--- src/rtl/ihs_pkg.sv ---
package ihs_pkg;

  // Phase value that follows ph in a modulo-lanes rotation.
  function automatic int unsigned phase_after(input int unsigned ph, input int unsigned lanes);
    return (ph + 1 >= lanes) ? 0 : ph + 1;
  endfunction

  // Number of stages each bank holds.
  function automatic int unsigned stages_per_bank(input int unsigned depth, input int unsigned lanes);
    return depth / lanes;
  endfunction

  // Width of the phase counter (at least one bit).
  function automatic int unsigned phase_width(input int unsigned lanes);
    return (lanes > 1) ? $clog2(lanes) : 1;
  endfunction

endpackage

--- src/rtl/ihs_phase_gen.sv ---
module ihs_phase_gen #(
  parameter int LANES = 2,
  parameter int PW    = 1
) (
  input  logic             clk,
  input  logic             rst,
  output logic [PW-1:0]    phase,
  output logic [LANES-1:0] bank_en
);

  always_ff @(posedge clk) begin
    if (rst) phase <= '0;
    else     phase <= PW'(ihs_pkg::phase_after(int'(phase), LANES));
  end

  for (genvar b = 0; b < LANES; b++) begin : g_dec
    assign bank_en[b] = (phase == PW'(b));
  end

  AST_PHASE_WRAP: assert property (@(posedge clk) disable iff (rst)
    (phase == PW'(LANES-1)) |=> (phase == '0));

endmodule

--- src/rtl/ihs_bank.sv ---
module ihs_bank #(
  parameter int STAGES = 8
) (
  input  logic clk,
  input  logic rst,
  input  logic en,
  input  logic din,
  output logic top
);

  logic [STAGES-1:0] stg;

  if (STAGES > 1) begin : g_chain
    always_ff @(posedge clk) begin
      if (rst)     stg <= '0;
      else if (en) stg <= {stg[STAGES-2:0], din};
    end
  end else begin : g_single
    always_ff @(posedge clk) begin
      if (rst)     stg <= '0;
      else if (en) stg <= din;
    end
  end

  assign top = stg[STAGES-1];

  AST_BANK_HOLD: assert property (@(posedge clk) disable iff (rst)
    !en |=> $stable(stg));

  AST_BANK_LOAD: assert property (@(posedge clk) disable iff (rst)
    en |=> (stg[0] == $past(din)));

  AST_BANK_CLEAR: assert property (@(posedge clk)
    rst |=> (stg == '0));

endmodule

--- src/rtl/ihs_out_mux.sv ---
module ihs_out_mux #(
  parameter int LANES = 2,
  parameter int PW    = 1
) (
  input  logic [LANES-1:0] tops,
  input  logic [PW-1:0]    sel,
  output logic             dout
);

  if (LANES == 1) begin : g_pass
    assign dout = tops[0];
  end else begin : g_rot
    assign dout = tops[sel];
  end

endmodule

--- src/rtl/interleaved_shifter.sv ---
module interleaved_shifter #(
  parameter int DEPTH = 16,
  parameter int LANES = 2
) (
  input  logic             clk,
  input  logic             rst,
  input  logic             din,
  output logic             dout,
  output logic [LANES-1:0] bank_en
);

  localparam int STAGES = int'(ihs_pkg::stages_per_bank(DEPTH, LANES));
  localparam int PW     = int'(ihs_pkg::phase_width(LANES));

  logic [PW-1:0]    phase;
  logic [LANES-1:0] tops;

  ihs_phase_gen #(.LANES(LANES), .PW(PW)) u_phase (
    .clk     (clk),
    .rst     (rst),
    .phase   (phase),
    .bank_en (bank_en)
  );

  for (genvar b = 0; b < LANES; b++) begin : g_bank
    ihs_bank #(.STAGES(STAGES)) u_bank (
      .clk (clk),
      .rst (rst),
      .en  (bank_en[b]),
      .din (din),
      .top (tops[b])
    );
  end

  ihs_out_mux #(.LANES(LANES), .PW(PW)) u_mux (
    .tops (tops),
    .sel  (phase),
    .dout (dout)
  );

  AST_EN_ONEHOT: assert property (@(posedge clk) disable iff (rst)
    $countones(bank_en) == 1);

  AST_EN_ROTATES: assert property (@(posedge clk) disable iff (rst)
    bank_en[LANES-1] |=> bank_en[0]);

  AST_RESET_OUT: assert property (@(posedge clk)
    rst |=> (dout == 1'b0));

endmodule

--- config.mk ---
export PLATFORM = sky130hd
export DESIGN_NAME = interleaved_shifter
export DESIGN_NICKNAME = d
export VERILOG_FILES = /design/src/rtl/ihs_pkg.sv /design/src/rtl/ihs_phase_gen.sv /design/src/rtl/ihs_bank.sv /design/src/rtl/ihs_out_mux.sv /design/src/rtl/interleaved_shifter.sv
export SDC_FILE = /design/constraint.sdc
export NUM_CORES = 1
export LEC_CHECK = 0
export BUFFER_PORTS_ARGS = -buffer_cell sky130_fd_sc_hd__buf_2
export CAP_MARGIN = 15
export CORE_AREA = 8 8 45 47
export CTS_CLUSTER_SIZE = 8
export DETAILED_ROUTE_END_ITERATION = 6
export DIE_AREA = 0 0 53 55
export HOLD_SLACK_MARGIN = 0.05
export PLACE_DENSITY = 0.66
export RECOVER_POWER = 100
export SLEW_MARGIN = 20
export SYNTH_ARGS = -nofsm -noshare
export SYNTH_HDL_FRONTEND = slang
export SYNTH_SLANG_ARGS = --single-unit
--- constraint.sdc ---
create_clock -name clk -period 1.3 [get_ports clk]
set_input_delay 0.26 -clock clk [delete_from_list [all_inputs] [get_ports clk]]
set_output_delay 0.26 -clock clk [all_outputs]
set_load 0.1 [all_outputs]
# Yosys cells after proc, flatten, opt, wreduce, memory -nomap -nowiden
# Cells that the tools add are included.
# word_totals
regBits	17
wordCells	10
# classes
add_sub_neg	1
order_cmp	2
muxes	2
bitwise	1
reduce_logical	1
# op_table
op	n
adder 1 x 1 -> 2 bit (second input constant)	1
greater-or-equal comparator 2 bit (second input constant)	1
less-than comparator 1 x 2 -> 1 bit (second input constant)	1
2-to-1 mux 1 bit	2
OR reduction 2 bit	1
NOT 1 bit	1

# Longest topological paths before layout
# depth
depth_word	3
ltp_mapped	4
mapped_depth_nobuf	2

# Cells and area by module
# A second synthesis with hierarchy kept.
# hier_totals
cells_unflattened	57
hier_area_um2	620.6
# by_module_without_submodules
mod	n_inst	cells_each	area_per_inst_um2	seq_area_each_um2
ihs_bank	2	26	285.3	160.2
ihs_phase_gen	1	4	35.0	20.0
ihs_out_mux	1	1	15.0	0.0

# Worst setup path after synthesis
# Ideal clock, no wire load.
# synth_path
path_type	reg2out
start	register u_phase.phase
end	output port dout
t_arrival_ns	1.042
setup_slack_ns	-0.002
path_stages_with_launch	3
path_buffers	1
cell_sequence	dfxtp_1 -> buf_6 -> mux2_2
# synth_via
elab_chain_cells	2
# synth_rtl
element	line_no	rtl
start: declaration	ihs_phase_gen.sv:7	output logic [PW-1:0] phase,
start signal: assignment	ihs_phase_gen.sv:13	else phase <= PW'(ihs_pkg::phase_after(int'(phase), LANES));
2-to-1 mux 1 bit (implied by the code) (2 in a row)	ihs_out_mux.sv:13	assign dout = tops[sel];
end: declaration	interleaved_shifter.sv:8	output logic dout,
# Every way passes these cells. The select of a mux whose other input is x is not followed.

# Final worst setup path
# Ends and elaborated chain as after synthesis.

==> impl_metrics.py <==
metrics = {
    "yosys": {
        "synth.mux.area_fraction_pct": 27.0,
        "synth_nets": 61,
        "ys_types": 9,
        "yosys.area.top_type_share_pct": 53.5,
        "synth-seq-area-share_pct": 53.5,
        "synth-adder-area-share_pct": 0,
        "synthCells": 58,
        "syn_area_per_cell_um2": 11.0,
        "synth_top_cell_by_area": "dfxtp_1",
        "synthesized_area_um2": 636,
        "post_synthesis_compound_gate_area_fraction_pct": 0,
        "synthSimpleGateAreaFrac_pct": 10.0,
        "main_combinational_cell_family_by_area_after_synthesis": "multiplexers",
        "synth_xor_area_share_pct": 0,
        "yosys_register_bits": 17,
        "yosysWarningCount": 0,
        "yosys-top-cells-area": "dfxtp_1 (54%), mux2i_1 (25%), nor2_1 (10%)",
    },
    "finish": {
        "antenna-diode-count": 0,
        "layout-drive-gt1-share_pct": 19.0,
        "post-route-cell-area_um2": 719,
        "instances_no_fill": 79,
        "final_core_utilization_pct": 52.0,
        "syn_to_final_growth_pct": 13.2,
        "num-nets-final": 67,
    },
    "routing": {
        "drc_violation_count_after_routing": 0,
        "vias": 366,
        "top_layer_used": "met4",
        "drt_pass1_iterations": 4,
        "route.detailed.wl_per_inst_um": 9.72,
        "ant_nets": 0,
        "drt-total-wl_um": 768,
        "wl_met2_um": 333,
        "first_iter_violations": 9,
        "met3_length_um": 46,
        "viasPerCell": 4.63,
        "m1WireLength_um": 378,
    },
    "sta": {
        "final.setup_skew_ps": 1.52,
        "finalMaxSlewViolations": 0,
        "slew_hr_pct": 81.6,
        "final_critical_path_setup_slack_ps": -72.8,
        "min_period_ps": 1370,
        "max_slew.worst_pin.slew_ps": 276,
        "final-hold-violation-count": 0,
        "finalSetupViolations": 2,
        "achievable-frequency_mhz": 728,
        "grt_setup_unrepaired": "true",
        "period_share_pct": 106,
        "timing.hold.ws_ps": 247,
    },
    "hold_path": {
        "worst_hold_path_startpoint": "din",
        "hold-path-endpoint": "g_bank[0].u_bank.stg[0]$_SDFFE_PP0N_",
        "hold_path.class": "primary input to register",
        "hold-path-cell-count": 3,
    },
    "cts": {
        "number_of_buffers_inserted_during_clock_tree_synthesis": 3,
        "clk_pin_slew_ps": 90,
        "cts_root_buffer": "clkbuf_4",
        "tritoncts": "done",
        "post-cts-setup-buffers": 0,
        "ctsHtreeMaxLevel": 1,
        "number_of_buffers_on_the_longest_clock_path": 2,
        "clock_sinks": 17,
        "worstSkewPairLatency_ps": 270,
    },
    "global_route": {
        "largest_net_degree_at_the_start_of_global_routing": 18,
        "number_of_global_route_vias_before_repair": 345,
        "globalRouteOverflowTotal": 0,
        "grt_antenna_before_repair": 0,
        "grt_first_pass_wirelength_um": 1330,
        "grt_util_all_layers_pct": 5.88,
    },
    "setup_path": {
        "setup.reg_to_reg.worst_slack_ps": 380,
        "worstReg2RegEnd": "g_bank[0].u_bank.stg[4]$_SDFFE_PP0N_",
        "cp_max_fo": 3,
        "critPathKind": "register to output port",
        "timing.critical_path.to_type": "output port",
        "length_in_cells_of_the_worst_reg_to_reg_path": 3,
        "rr_startpoint": "u_phase.phase$_SDFF_PP0_",
        "start_kind": "register",
        "critPathRequiredTime_ps": 1040,
        "worst_ep_arrival_time_ps": 1110,
    },
    "status": {
        "failed_checks": "negative setup slack",
        "run_status": "finished, violations left",
    },
    "floorplan": {
        "initial_core_util_pct": 45.9,
        "ioPinCount": 6,
        "fp.coreArea_mm2": 0.00138,
        "die_h_um": 55,
        "floorplan.die_area_mm2": 0.00292,
        "std_cell_rows": 14,
        "die_width_um": 53,
    },
    "power_and_ir_drop": {
        "power.density_mw_per_mm2": 1260,
        "peak_supply_drop_mv": 0.777,
        "leakage_nw": 0.305,
    },
    "placement": {
        "postPlaceCellArea_um2": 688,
        "dpl.cell_count": 75,
        "placement.setup.worst_slack_ps": 185,
        "place_congestion": 0.682,
        "port_buffers": 5,
    },
    "flow_run": {
        "maxCapViolCount": 0,
    },
}
routing by layer:
layer / track usage [%] / vias to the layer above
met5: 0 / -
met4: 2.59 / 0
met3: 1.60 / 2
met2: 8.98 / 6
met1: 7.56 / 164
li1: - / 194
cell type report:
type,count,area [um2]
Timing Repair Buffer,7,88.8
Fill cell,135,664
Inverter,1,3.75
Tap cell,16,20.0
Sequential cell,17,342
Clock buffer,4,26.3
Multi-Input combinational cell,34,239
critical path: stages, from the launching register on:
cell and delay, ps:
dfxtp_2 360, mux2_4 310, buf_12 170
Yosys cell counts:
master and number:
dfxtp_1 17, nor2_1 17, mux2i_1 16, buf_2 2
buf_4 2, buf_12 1, buf_6 1, inv_1 1
mux2_2 1
cell families after synthesis:
logic type / Yosys count
muxes: 17
DFF: 17
and+or+nand+nor: 17
buffers and inverters: 7
timing repair:
action,in CTS,in global routing
resized for setup,2,0
endpoints found under the setup margin,3,3
hold buffers,0,0
worst max-delay path by stage:
stage	slack [ps]	cells after the start	endpoint	startpoint
after global placement	200	3	bank_en[0]	u_phase.phase$_SDFF_PP0_
after detailed placement	190	3	bank_en[0]	u_phase.phase$_SDFF_PP0_
after floorplan	110	2	dout	u_phase.phase$_SDFF_PP0_
after CTS	-90	2	dout	u_phase.phase$_SDFF_PP0_
final	-70	2	dout	u_phase.phase$_SDFF_PP0_
after global routing	-120	2	dout	u_phase.phase$_SDFF_PP0_
sequential cells by signal, indices dropped and copies added, names as in the netlist:
signal and flops:
u_phase.phase 1, g_bank.u_bank.stg 16
power breakdown:
group	internal [W]	switching, W
sequential	0.000532	0.00000622
combinational	0.0000445	0.0000662
clock	0.000119	0.000141
total	0.000695	0.000214
per-stage QoR:
stage               total power (W)  TNS, ps
finish                     0.000908    -94.1
global route               0.000957     -215
CTS                        0.000921     -122
detailed placement         0.000659        0
global placement           0.000659        0
floorplan                  0.000645        0
layout by cell type (no fill, tap or decap):
| cell | count |
|---|---|
| nor2_1 | 17 |
| dfxtp_1 | 16 |
| inv_1 | 1 |
| buf_4 | 1 |
| mux2i_1 | 16 |
| buf_2 | 2 |
| dfxtp_2 | 1 |
| buf_12 | 3 |
| clkbuf_4 | 3 |
| clkbuf_1 | 1 |
| buf_6 | 1 |
| mux2_4 | 1 |
(Power assumes the default switching activity.)
